===== src/rtl/cal_pkg.sv =====
`timescale 1ns/1ps
package cal_pkg;

    localparam int unsigned BYTE_W = 8;
    localparam int unsigned SEL_W  = 3;

    typedef logic [BYTE_W-1:0] bcd_t;

    typedef enum logic [SEL_W-1:0] {
        SEL_SEC   = 3'd0,
        SEL_MIN   = 3'd1,
        SEL_HOUR  = 3'd2,
        SEL_WDAY  = 3'd3,
        SEL_DATE  = 3'd4,
        SEL_MONTH = 3'd5,
        SEL_YEAR  = 3'd6,
        SEL_NONE  = 3'd7
    } field_sel_e;

    typedef struct packed {
        bcd_t sec;
        bcd_t min;
        bcd_t hour;
        bcd_t wday;
        bcd_t date;
        bcd_t month;
        bcd_t year;
    } cal_time_t;

    localparam bcd_t MASK_SEC   = 8'h7F;
    localparam bcd_t MASK_MIN   = 8'h7F;
    localparam bcd_t MASK_HOUR  = 8'h7F;
    localparam bcd_t MASK_WDAY  = 8'h07;
    localparam bcd_t MASK_DATE  = 8'h3F;
    localparam bcd_t MASK_MONTH = 8'h9F;
    localparam bcd_t MASK_YEAR  = 8'hFF;

    localparam cal_time_t RESET_TIME = '{
        sec:   8'h00,
        min:   8'h00,
        hour:  8'h00,
        wday:  8'h01,
        date:  8'h01,
        month: 8'h01,
        year:  8'h00
    };

    // Two-digit BCD increment; the caller handles the wrap.
    function automatic bcd_t bcd_inc(input bcd_t v);
        if (v[3:0] == 4'd9) begin
            return {v[7:4] + 4'd1, 4'd0};
        end
        return {v[7:4], v[3:0] + 4'd1};
    endfunction

    function automatic logic [7:0] bcd_to_bin(input bcd_t v);
        return ({4'b0000, v[7:4]} * 8'd10) + {4'b0000, v[3:0]};
    endfunction

    function automatic logic year_is_leap(input bcd_t yr);
        logic [7:0] b;
        b = bcd_to_bin(yr);
        return (b[1:0] == 2'b00);
    endfunction

    function automatic bcd_t month_last_day(input logic [4:0] mon, input logic leap);
        case (mon)
            5'h02:                      return leap ? 8'h29 : 8'h28;
            5'h04, 5'h06, 5'h09, 5'h11: return 8'h30;
            default:                    return 8'h31;
        endcase
    endfunction

endpackage


===== src/rtl/cal_tod_step.sv =====
`timescale 1ns/1ps
// Next-second values for seconds, minutes and hours, plus the end-of-day carry.
module cal_tod_step
    import cal_pkg::*;
(
    input  bcd_t       sec_in,
    input  bcd_t       min_in,
    input  logic [6:0] hour_in,
    output bcd_t       sec_nx,
    output bcd_t       min_nx,
    output bcd_t       hour_nx,
    output logic       day_end
);

    logic       sec_wrap;
    logic       min_wrap;
    logic [6:0] hour_adv;
    logic       hour_last;

    always_comb begin
        sec_wrap = (sec_in == 8'h59);
        min_wrap = sec_wrap && (min_in == 8'h59);

        sec_nx = sec_wrap ? 8'h00 : bcd_inc(sec_in);
        if (!sec_wrap) begin
            min_nx = min_in;
        end else begin
            min_nx = min_wrap ? 8'h00 : bcd_inc(min_in);
        end

        hour_adv  = hour_in;
        hour_last = 1'b0;
        if (hour_in[6]) begin
            // 12-hour format: bit 5 is PM, bits 4:0 are the hour
            if (hour_in[4:0] == 5'h12) begin
                hour_adv = {1'b1, hour_in[5], 5'h01};
            end else if (hour_in[4:0] == 5'h11) begin
                hour_adv  = {1'b1, ~hour_in[5], 5'h12};
                hour_last = hour_in[5];
            end else if (hour_in[3:0] == 4'd9) begin
                hour_adv = {1'b1, hour_in[5], 5'h10};
            end else begin
                hour_adv = {1'b1, hour_in[5], hour_in[4], hour_in[3:0] + 4'd1};
            end
        end else begin
            // 24-hour format: bits 5:4 tens, bits 3:0 units
            if (hour_in[5:0] == 6'h23) begin
                hour_adv  = 7'h00;
                hour_last = 1'b1;
            end else if (hour_in[3:0] == 4'd9) begin
                hour_adv = {1'b0, hour_in[5:4] + 2'd1, 4'd0};
            end else begin
                hour_adv = {1'b0, hour_in[5:4], hour_in[3:0] + 4'd1};
            end
        end

        hour_nx = min_wrap ? {1'b0, hour_adv} : {1'b0, hour_in};
        day_end = min_wrap && hour_last;
    end

endmodule


===== src/rtl/cal_date_step.sv =====
`timescale 1ns/1ps
// Calendar advance on an end-of-day carry: weekday, date, month, century, year.
module cal_date_step
    import cal_pkg::*;
(
    input  logic       day_end,
    input  bcd_t       wday_in,
    input  bcd_t       date_in,
    input  logic       cent_in,
    input  logic [4:0] mon_in,
    input  bcd_t       year_in,
    output bcd_t       wday_nx,
    output bcd_t       date_nx,
    output bcd_t       month_nx,
    output bcd_t       year_nx
);

    bcd_t last_day;
    logic month_end;
    logic year_end;
    logic cent_flip;
    bcd_t mon_inc;

    always_comb begin
        last_day  = month_last_day(mon_in, year_is_leap(year_in));
        month_end = (date_in == last_day);
        year_end  = month_end && (mon_in == 5'h12);
        cent_flip = year_end && (year_in == 8'h99);
        mon_inc   = bcd_inc({3'b000, mon_in});

        wday_nx  = wday_in;
        date_nx  = date_in;
        month_nx = {cent_in, 2'b00, mon_in};
        year_nx  = year_in;

        if (day_end) begin
            wday_nx = (wday_in == 8'h07) ? 8'h01 : wday_in + 8'd1;
            date_nx = month_end ? 8'h01 : bcd_inc(date_in);
            if (year_end) begin
                month_nx = {cent_in ^ cent_flip, 2'b00, 5'h01};
                year_nx  = (year_in == 8'h99) ? 8'h00 : bcd_inc(year_in);
            end else if (month_end) begin
                month_nx = {cent_in, 2'b00, mon_inc[4:0]};
            end
        end
    end

    logic unused_mon_inc;
    assign unused_mon_inc = ^mon_inc[7:5];

endmodule


===== src/rtl/cal_shadow.sv =====
`timescale 1ns/1ps
// Holding copy of the counters, loaded only on the capture strobe.
module cal_shadow
    import cal_pkg::*;
(
    input  logic      clk,
    input  logic      rst_n,
    input  logic      capture,
    input  cal_time_t live,
    output cal_time_t held
);

    cal_time_t held_d, held_q;

    always_comb begin
        held_d = held_q;
        if (capture) begin
            held_d = live;
        end
    end

    always_ff @(posedge clk or negedge rst_n) begin
        if (!rst_n) begin
            held_q <= RESET_TIME;
        end else begin
            held_q <= held_d;
        end
    end

    assign held = held_q;

endmodule


===== src/rtl/cal_bcd_counter.sv =====
`timescale 1ns/1ps
module cal_bcd_counter
    import cal_pkg::*;
(
    input  logic              clk,
    input  logic              rst_n,
    input  logic              tick_1hz,
    input  logic              wr_en,
    input  logic [SEL_W-1:0]  wr_sel,
    input  logic [BYTE_W-1:0] wr_data,
    input  logic              snap,
    output logic [BYTE_W-1:0] snap_sec,
    output logic [BYTE_W-1:0] snap_min,
    output logic [BYTE_W-1:0] snap_hour,
    output logic [BYTE_W-1:0] snap_wday,
    output logic [BYTE_W-1:0] snap_date,
    output logic [BYTE_W-1:0] snap_month,
    output logic [BYTE_W-1:0] snap_year
);

    cal_time_t cnt_d, cnt_q;
    cal_time_t stepped;
    cal_time_t held;
    logic      day_end;

    cal_tod_step u_tod (
        .sec_in  (cnt_q.sec),
        .min_in  (cnt_q.min),
        .hour_in (cnt_q.hour[6:0]),
        .sec_nx  (stepped.sec),
        .min_nx  (stepped.min),
        .hour_nx (stepped.hour),
        .day_end (day_end)
    );

    cal_date_step u_date (
        .day_end  (day_end),
        .wday_in  (cnt_q.wday),
        .date_in  (cnt_q.date),
        .cent_in  (cnt_q.month[7]),
        .mon_in   (cnt_q.month[4:0]),
        .year_in  (cnt_q.year),
        .wday_nx  (stepped.wday),
        .date_nx  (stepped.date),
        .month_nx (stepped.month),
        .year_nx  (stepped.year)
    );

    // Tick first, then the host write overrides its own field only.
    always_comb begin
        cnt_d = cnt_q;
        if (tick_1hz) begin
            cnt_d = stepped;
        end
        if (wr_en) begin
            case (wr_sel)
                SEL_SEC:   cnt_d.sec   = wr_data & MASK_SEC;
                SEL_MIN:   cnt_d.min   = wr_data & MASK_MIN;
                SEL_HOUR:  cnt_d.hour  = wr_data & MASK_HOUR;
                SEL_WDAY:  cnt_d.wday  = wr_data & MASK_WDAY;
                SEL_DATE:  cnt_d.date  = wr_data & MASK_DATE;
                SEL_MONTH: cnt_d.month = wr_data & MASK_MONTH;
                SEL_YEAR:  cnt_d.year  = wr_data & MASK_YEAR;
                default:   ;
            endcase
        end
    end

    always_ff @(posedge clk or negedge rst_n) begin
        if (!rst_n) begin
            cnt_q <= RESET_TIME;
        end else begin
            cnt_q <= cnt_d;
        end
    end

    cal_shadow u_shadow (
        .clk     (clk),
        .rst_n   (rst_n),
        .capture (snap),
        .live    (cnt_q),
        .held    (held)
    );

    assign snap_sec   = held.sec;
    assign snap_min   = held.min;
    assign snap_hour  = held.hour;
    assign snap_wday  = held.wday;
    assign snap_date  = held.date;
    assign snap_month = held.month;
    assign snap_year  = held.year;

endmodule


===== config.mk =====
export PLATFORM = sky130hd
export DESIGN_NAME = cal_bcd_counter
export DESIGN_NICKNAME = d
export VERILOG_FILES = /design/src/rtl/cal_pkg.sv /design/src/rtl/cal_tod_step.sv /design/src/rtl/cal_date_step.sv /design/src/rtl/cal_shadow.sv /design/src/rtl/cal_bcd_counter.sv
export SDC_FILE = /design/constraint.sdc
export NUM_CORES = 1
export LEC_CHECK = 0
export CORE_MARGIN = 4
export CORE_UTILIZATION = 40
export CTS_CLUSTER_DIAMETER = 50
export DETAILED_ROUTE_END_ITERATION = 16
export GPL_ROUTABILITY_DRIVEN = 0
export PLACE_DENSITY = 0.58
export SYNTH_ARGS = -nofsm -noshare
export SYNTH_HDL_FRONTEND = slang
export SYNTH_SLANG_ARGS = --single-unit
export TNS_END_PERCENT = 10

===== constraint.sdc =====
create_clock -name clk -period 3.2 [get_ports clk]
set_input_delay 0.32 -clock clk [delete_from_list [all_inputs] [get_ports clk]]
set_output_delay 0.32 -clock clk [all_outputs]
set_load 0.1 [all_outputs]

### After elaboration in Yosys (flattened, before gate mapping)

Index checks and enable logic that the tools add are counted.

| storage, ports and cells | value |
|---|---|
| flip-flop bits (word level) | 112 |
| input bits | 16 |
| logic and storage cells | 118 |

| operators by class | value |
|---|---|
| eq/ne operators | 26 |
| muxes and demuxes | 54 |
| multiply operators | 1 |
| $add $sub $neg | 14 |
| reductions and logical operators | 7 |
| bitwise logic cells | 2 |

Operators by type and width:

| operator | count |
|---|---|
| $mux W8 | 27 |
| $mux W56 | 2 |
| $add A4 B1 Y4 const B | 10 |
| $mux W7 | 4 |
| $eq A4 B4 Y1 const B | 6 |
| $eq A5 B5 Y1 const B | 4 |
| $mux W5 | 4 |
| $eq A8 B7 Y1 const B | 2 |
| $pmux W8 S2 | 1 |
| $mux W1 | 14 |
| $mux W6 | 2 |
| $eq A5 B3 Y1 const B | 2 |
| $eq A3 B3 Y1 const B | 3 |
| $add A8 B1 Y8 const B | 1 |
| $eq A8 B3 Y1 const B | 1 |
| $eq A8 B8 Y1 | 1 |
| $eq A8 B8 Y1 const B | 1 |
| $eq A3 B2 Y1 const B | 2 |
| $eq A6 B6 Y1 const B | 1 |
| $eq A5 B2 Y1 const B | 1 |
| $eq A5 B4 Y1 const B | 1 |
| $logic_and A1 B1 Y1 | 4 |
| $mul A4 B3 Y1 const B | 1 |
| $reduce_or A4 Y1 | 1 |
| 8 further kinds | 8 |

### Depth between registers and ports, before layout

Gate-level depths: netlist of the first run.

| depth | value |
|---|---|
| depth in word-level cells | 16 |
| mapped depth | 10 |
| depth with buffers taken out | 9 |

### Hierarchy

A second synthesis of the first run with hierarchy kept.

| unflattened totals | value |
|---|---|
| cell total of the unflattened synthesis | 585 |
| area total of the unflattened synthesis | 6,981.7 µm² |

By module, submodules not included:

| module | sequential area each (µm²) | cells each | times used | area each (µm²) |
|---|---|---|---|---|
| cal_bcd_counter | 1,405.1 | 190 | 1 | 2,761.4 |
| cal_shadow | 1,405.1 | 118 | 1 | 2,247.2 |
| cal_date_step | 0.0 | 161 | 1 | 1,188.6 |
| cal_tod_step | 0.0 | 116 | 1 | 784.5 |

### Worst setup path before layout of the first run

OpenSTA, ideal clock, no wires.

| timing | value |
|---|---|
| path type | register -> register |
| start point | register cnt_q[33] (netlist bit) |
| end point | register cnt_q[2] (netlist bit) |
| clock period less this slack | 2.277 ns |
| path buffers | 1 |
| arrival time | 2.195 ns |
| setup time | 0.082 ns |
| setup slack | 0.923 ns |
| required time | 3.118 ns |
| stages on the path, launching flop included | 10 |
| path through | dfrtp_1 > clkbuf_1 > nand2b_1 > nor4_1 > ha_1 > nand2b_1 > and4_2 > o2111ai_2 > or4b_1 > a31oi_1 |

RTL lines:

| what | line | RTL |
|---|---|---|
| from (decl) | cal_bcd_counter.sv:21 | `cal_time_t cnt_d, cnt_q;` |
| from (signal assigned) | cal_bcd_counter.sv:73 | `cnt_q <= cnt_d;` |

==> results of run 1 <==
-- area by class of cell --
| cell class | instances | area (um^2) | share of cell area [%] |
|---|---|---|---|
| Timing Repair Buffer | 80 | 775.7 | 11.13 |
| Inverter | 16 | 60.06 | 0.8614 |
| Multi-Input combinational cell | 402 | 2811 | 40.33 |
| Sequential cell | 112 | 2810 | 40.31 |
| Clock inverter | 5 | 56.30 | 0.8076 |
| Tap cell | 180 | 225.2 | 3.230 |
| Clock buffer | 11 | 232.7 | 3.338 |
-- stage by stage --
step,std cells,cell area (um^2)
2_1_floorplan,551,5781
3_3_place_gp,790,6683
3_5_place_dp,790,6683
4_1_cts,806,6972
5_1_grt,806,6972
6_report,806,6972
-- cells by family after synthesis --
family	count (synthesis)	share of synthesized area [%]
simple gates	198	18.33
flops	112	48.61
fa+ha+maj	18	3.896
mux	65	12.47
buf+inv	37	2.749
compound gates	109	12.12
xor+xnor	12	1.818
-- per-layer routing --
layer	up-vias	part of all wire, %	global-route usage [%]
li1	2116	-	-
met1	2133	46	23.04
met2	102	47	26.66
met3	12	6.1	4.458
met4	0	1.3	4.120
met5	-	0	0
-- registers in the layout, summed over array words and instances, names as in the netlist --
signal and cells:
cnt_q 56, u_shadow.held 56
-- path summary, 6_finish.rpt --
path	end	slack, ps	cells past startpoint
max	cnt_q[27]	500	7
min	u_shadow.held[46]	-1	1
max reg2reg	cnt_q[27]	500	7
min reg2reg	u_shadow.held[13]	500	1
max in group asynchronous	cnt_q[8]	2390	2
min in group clk	u_shadow.held[13]	500	1
-- cell usage in the layout, fill, tap and decap left out, types with 3 or more instances in the layout --
cell	netlist	routed
nand4_1	8	8
buf_4	3	12
o21ai_0	41	41
xnor2_1	7	7
clkdlybuf4s50_1	0	66
inv_1	16	16
and3_1	3	3
nand3_1	16	16
or4b_1	3	3
mux2_2	56	56
nand2b_1	12	12
mux2i_1	9	9
dfrtp_1	106	106
nor2b_1	8	8
o31a_1	5	5
ha_1	18	18
nand3b_1	6	6
nor2_1	40	40
dfstp_2	6	6
and2_1	5	5
nand2_1	60	60
nor4_1	4	4
xor2_1	5	5
a21oi_1	24	24
clkbuf_16	0	9
nor3_1	12	12
o211ai_1	4	4
a31oi_1	6	6
nor3b_1	5	5
a22oi_1	3	3
or3_1	3	3
-- power groups by stage --
stage          combinational, mW  clock (mW)  sequential [mW]
6_report                    2.23        1.11             2.03
3_5_place_dp                2.24           0             2.06
4_1_cts                     2.25        1.16             2.04
3_3_place_gp                2.22           0             2.05
5_1_grt                     2.37        1.21             2.09
2_1_floorplan              0.638           0             3.09
-- worst max-delay path, stage by stage (launching register included) --
cell and delay [ps]:
dfrtp_1 440, ha_1 260, nand4b_4 180, nor4_4 320, buf_4 230, nand4_1 400, o21ai_0 630, nor2_1 110
==> key figures, run 1 <==
Logic synthesis
  • EDFF count, synth: 0
  • Synth area leader: dfrtp_1
  • Synth top cells by count: dfrtp_1 (106), nand2_1 (60), mux2_2 (56)
  • Synth warn: 0
  • Main synth FF type: dfrtp_1
  • Synth Cell Area: 0.005781 mm^2
  • Ys async rst share: 100.0%
  • Synth cell types: 65
  • Flops & latches, synth: 112
  • Syn_area_per_cell: 10.49 um^2
  • Synth area leaders: dfrtp_1 (46%), mux2_2 (11%), ha_1 (3.9%)
  • Mapped Cells: 551
  • Top cell type's share of synthesized area: 45.89%
  • Syn nets: 585
  • Seq/Total Area, Yosys: 48.61%
  • Top-count cell post-synth: dfrtp_1

Layout
  • Layout cells sized above 1: 16.29%
  • # fillers: 1271
  • Layout area overhead: 20.61%
  • Final net count: 655
  • Number of diodes: 0
  • Core Util, Final: 49.65%

Setup path
  • Critical Path Start: cnt_q[48]
  • Crit start category: register
  • Endpoint class of the critical path: register
  • FF-to-FF Start: cnt_q[48]
  • Crit path max fanout: 11
  • Critical path class: reg -> reg
  • Worst path required time: 3410 ps
  • Worst EP arrival: 2910 ps

Power and ir drop
  • Total power: 5.375 mW
  • Leak: 2.933 nW
  • Clock power frac: 20.7%
  • VDD IR max: 0.0007162 V
  • Net Sw Frac: 44.94%
  • Int Power: 2.960 mW
  • PwrDens: 771.0 mW/mm^2
  • Psw: 2.415 mW
  • Reg power frac: 37.8%
  • Comb pwr share: 41.5%

Clock network
  • TritonCTS Buffers: 9
  • Worst skew pair latency: 360 ps
  • CTS Buffer Depth: 2
  • CTS Sinks: 112
  • Post-CTS sizing: 0
  • Hold-fix buffers, CTS: 0
  • # H-tree levels: 3
  • Post-CTS Setup Inserts: 0
  • CTS tree: done
  • Root buffer cell: clkbuf_16
  • Reg clk slew, reported paths: 70 ps

STA
  • Pins Over Slew Limit: 0
  • Slack of the critical path: 500.9 ps
  • Worst-Margin Slew: 981.9 ps
  • Setup violators final: 0
  • Final Hold Viols: 2
  • Slew margin rel.: 34.33%
  • Min Tclk post-route: 2699 ps
  • Post-route clock period utilization: 84.35%
  • Peak Freq: 0.3705 GHz
  • RSZ-0062 raised after global routing: false
  • Worst Hold Slack: -1.140 ps
  • Setup TNS: 0 ps
  • Clock skew: 11.97 ps

Placement
  • Number of buffers inserted by port buffering: 71
  • Post-DP HPWL: 9336 um
  • Pre-CTS WS: 270.0 ps

Floorplanning
  • Die H: 128.2 um
  • Boundary Pins: 72
  • Die X: 128.2 um
  • Die ar.: 0.01644 mm^2
  • Num rows: 43
  • Core area: 0.01404 mm^2
  • Initial core utilization: 41.17%

Status
  • Failing checks: negative hold slack
  • Status: finished with violations

Flow run
  • Max-cap violations: 0

Detailed routing
  • DRC Markers: 0
  • Via Count: 4363
  • Vias/cell: 5.413
  • Final WL: 13190 um
  • Antenna Violating Nets Remaining: 0
  • DRT Pass-1 Iters: 4
  • Initial DRC Count: 259
  • Wirelength per Cell: 16.36 um

GRT
  • Number of global-route vias before repair: 4361
  • Grt total ovfl: 0
  • Largest net degree at the start of global routing: 63
  • Gr usage total: 16.82%
  • Antenna violations before repair: 0
  • First-pass GRT wire length: 22290 um

Min path
  • Hold Crit Class: in -> async
(Power assumes the default switching activity.)
==> run 2, diff against run 1 <==
Clock period 3.2 ns to 2.72 ns, I/O delays scaled along.
==> run 2 against run 1 <==
  * The flow now finishes without violations
  * Wire length rose by 2.6%
  * Core utilization fell by 0.053 points
  * First-iteration DRC count rose by 9.3%
  * Combinational power rose by 17%
  * Critical path depth rose by 2
  * Sequential power rose by 18%
  * Largest cell class unchanged
  * Clock-buffer cell count rose by 1
  * Critical endpoint is now cnt_q[6]
==> key figures, run 2 (synthesized netlist as in run 1, its figures left out) <==
GRT
  • Antenna violations before repair: 0 (unchanged)
  • Grt total ovfl: 0 (unchanged)
  • First-pass GRT wire length: 22800 um (was 22290 um)
  • Number of global-route vias before repair: 4530 (was 4361)
  • Gr usage total: 17.37% (was 16.82%)
  • Largest net degree at the start of global routing: 49 (was 63)

Setup path
  • CP delay by family, top: simple AND/OR/NAND/NOR gates (unchanged)
  • Crit path max fanout: 8 (was 11)
  • Slowest CP cell: dfrtp_1 (was o21ai_0)
  • FF-to-FF Start: cnt_q[53] (was cnt_q[48])
  • Crit start category: register (unchanged)
  • Worst path required time: 2940 ps (was 3410 ps)
  • WP depth: 9 (was 7)
  • Worst path cell trace: inv_1 -> ha_1 -> nand3b_1 -> nor4_4 -> and4_2 -> o2111ai_2 -> buf_4 -> o311ai_1 -> o211ai_1 (was ha_1 -> nand4b_4 -> nor4_4 -> buf_4 -> nand4_1 -> o21ai_0 -> nor2_1)
  • Critical path class: reg -> reg (unchanged)
  • Endpoint class of the critical path: register (unchanged)
  • Worst R2R Path Depth: 9 (was 7)
  • Worst EP arrival: 2740 ps (was 2910 ps)
  • FF-to-FF setup slack: 200 ps (was 500 ps)
  • Critical Path Sink: cnt_q[6] (was cnt_q[27])
  • Critical path's largest stage delay: 430 ps (was 630 ps)
  • Crit path buf inv count: 2 (was 1)
  • Critical Path Start: cnt_q[53] (was cnt_q[48])
  • Worst r2r dst: cnt_q[6] (was cnt_q[27])

Clock network
  • CTS Sinks: 112 (unchanged)
  • CTS Buffer Depth: 2 (unchanged)
  • Root buffer cell: clkbuf_16 (unchanged)
  • CTS tree: done (unchanged)
  • TritonCTS Buffers: 9 (unchanged)
  • # H-tree levels: 3 (unchanged)
  • Worst skew pair latency: 360 ps (about the same)
  • Reg clk slew, reported paths: 70 ps (about the same)
  • Post-CTS sizing: 0 (unchanged)

Layout
  • Commonest cells after routing, fill and taps aside: dfrtp_1 (106), buf_4 (74), nand2_1 (60), mux2_2 (56), o21ai_0 (41) (was dfrtp_1 (106), clkdlybuf4s50_1 (66), nand2_1 (60), mux2_2 (56), o21ai_0 (41))
  • Layout area overhead: 20.48% (was 20.61%)
  • Leading cell type in the layout, fill and taps excluded: dfrtp_1 (unchanged)
  • Final net count: 666 (was 655)
  • Layout cells sized above 1: 25.90% (was 16.29%)
  • Number of diodes: 0 (unchanged)
  • Final std cells w/o fill: 817 (was 806)
  • Core Util, Final: 49.59% (was 49.65%)
  • # fillers: 1302 (was 1271)

Placement
  • Number of buffers inserted by port buffering: 71 (unchanged)
  • Post-DP HPWL: 9906 um (was 9336 um)
  • Placed cells: 799 (was 790)

Power and ir drop
  • Clock power frac: 22.2% (was 20.7%)
  • Psw: 2.856 mW (was 2.415 mW)
  • Int Power: 3.554 mW (was 2.960 mW)
  • Comb pwr share: 40.6% (was 41.5%)
  • Reg power frac: 37.3% (was 37.8%)
  • PwrDens: 920.4 mW/mm^2 (was 771.0 mW/mm^2)
  • Net Sw Frac: 44.56% (was 44.94%)
  • Leak: 3.072 nW (was 2.933 nW)
  • VDD IR max: 0.0008102 V (was 0.0007162 V)

Detailed routing
  • Final WL: 13530 um (was 13190 um)
  • Antenna Violating Nets Remaining: 0 (unchanged)
  • DRC Markers: 0 (unchanged)
  • DRT Pass-1 Iters: 4 (unchanged)
  • Via Count: 4431 (was 4363)
  • Vias/cell: 5.424 (was 5.413)
  • Initial DRC Count: 283 (was 259)
  • Wirelength per Cell: 16.56 um (was 16.36 um)

Flow run
  • Max-cap violations: 0 (unchanged)

Floorplanning
  • Initial core utilization: 41.17% (unchanged)
  • Core area: 0.01404 mm^2 (unchanged)
  • Num rows: 43 (unchanged)
  • Die X: 128.2 um (unchanged)
  • Die H: 128.2 um (unchanged)
  • Die ar.: 0.01644 mm^2 (unchanged)
  • Boundary Pins: 72 (unchanged)

Status
  • Status: complete, no violations (was finished with violations)

STA
  • Clock skew: 10.16 ps (was 11.97 ps)
  • Worst-Margin Slew: 674.0 ps (was 981.9 ps)
  • Pins Over Slew Limit: 0 (unchanged)
  • Setup violators final: 0 (unchanged)
  • Post-route clock period utilization: 92.66% (was 84.35%)
  • Min Tclk post-route: 2520 ps (was 2699 ps)
  • Setup TNS: 0 ps (unchanged)
  • Worst Hold Slack: 435.8 ps (was -1.140 ps)
  • RSZ-0062 raised after global routing: false (unchanged)
  • Peak Freq: 0.3968 GHz (was 0.3705 GHz)
  • Final Hold Viols: 0 (was 2)
  • Slew margin rel.: 55.06% (was 34.33%)

Min path
  • Hold Crit Class: in -> async (unchanged)
## run 2: repair_timing
| action | in CTS | in global routing |
|---|---|---|
| setup buffers | 0 | 1 |
| hold endpoints to repair | 35 | 0 |
| hold buffers | 1 | 0 |
| endpoints found under the setup margin | 0 | 1 |
## run 2: layout make-up
cell class                      instances  area [um^2]  share of cell area [%]
Sequential cell                       112         2810                   40.35
Multi-Input combinational cell        402         2811                   40.37
Clock inverter                          4        70.07                   1.006
Clock buffer                           12        246.5                   3.539
Timing Repair Buffer                   91        740.7                   10.64
Inverter                               16        60.06                  0.8624
Tap cell                              180        225.2                   3.234
## run 2: worst min-delay path by stage
stage	slack (ps)	end	cells past startpoint	startpoint
3_3_place_gp	280	cnt_q[44]	1	rst_n
6_report	440	u_shadow.held[46]	2	rst_n
4_1_cts	450	cnt_q[36]	2	rst_n
5_1_grt	470	cnt_q[36]	2	rst_n
3_5_place_dp	290	u_shadow.held[46]	1	rst_n
2_1_floorplan	-20	cnt_q[0]	0	rst_n
## run 2: per-layer routing
metal  GRT usage (%)  part of all wire, %
met5               0                    0
met3           5.042                  5.7
met2           28.72                   48
met1           22.88                   45
met4           3.308                 0.78
## run 2: power by group through the flow
stage          logic, mW  registers (mW)  clock network [mW]
6_report            2.60            2.39                1.42
5_1_grt             2.76            2.45                1.53
4_1_cts             2.62            2.39                1.47
3_5_place_dp        2.61            2.42                   0
3_3_place_gp        2.58            2.41                   0
2_1_floorplan      0.751            3.64                   0
## run 2: stage by stage
step	cell area, um^2	total power [mW]	setup slack (ps)
after detailed placement	6630	5.033	121.0
final	6964	6.410	199.7
after CTS	6957	6.477	198.0
after floorplan	5781	4.386	443.4
after global placement	6630	4.992	176.2
after global routing	6964	6.741	17.36
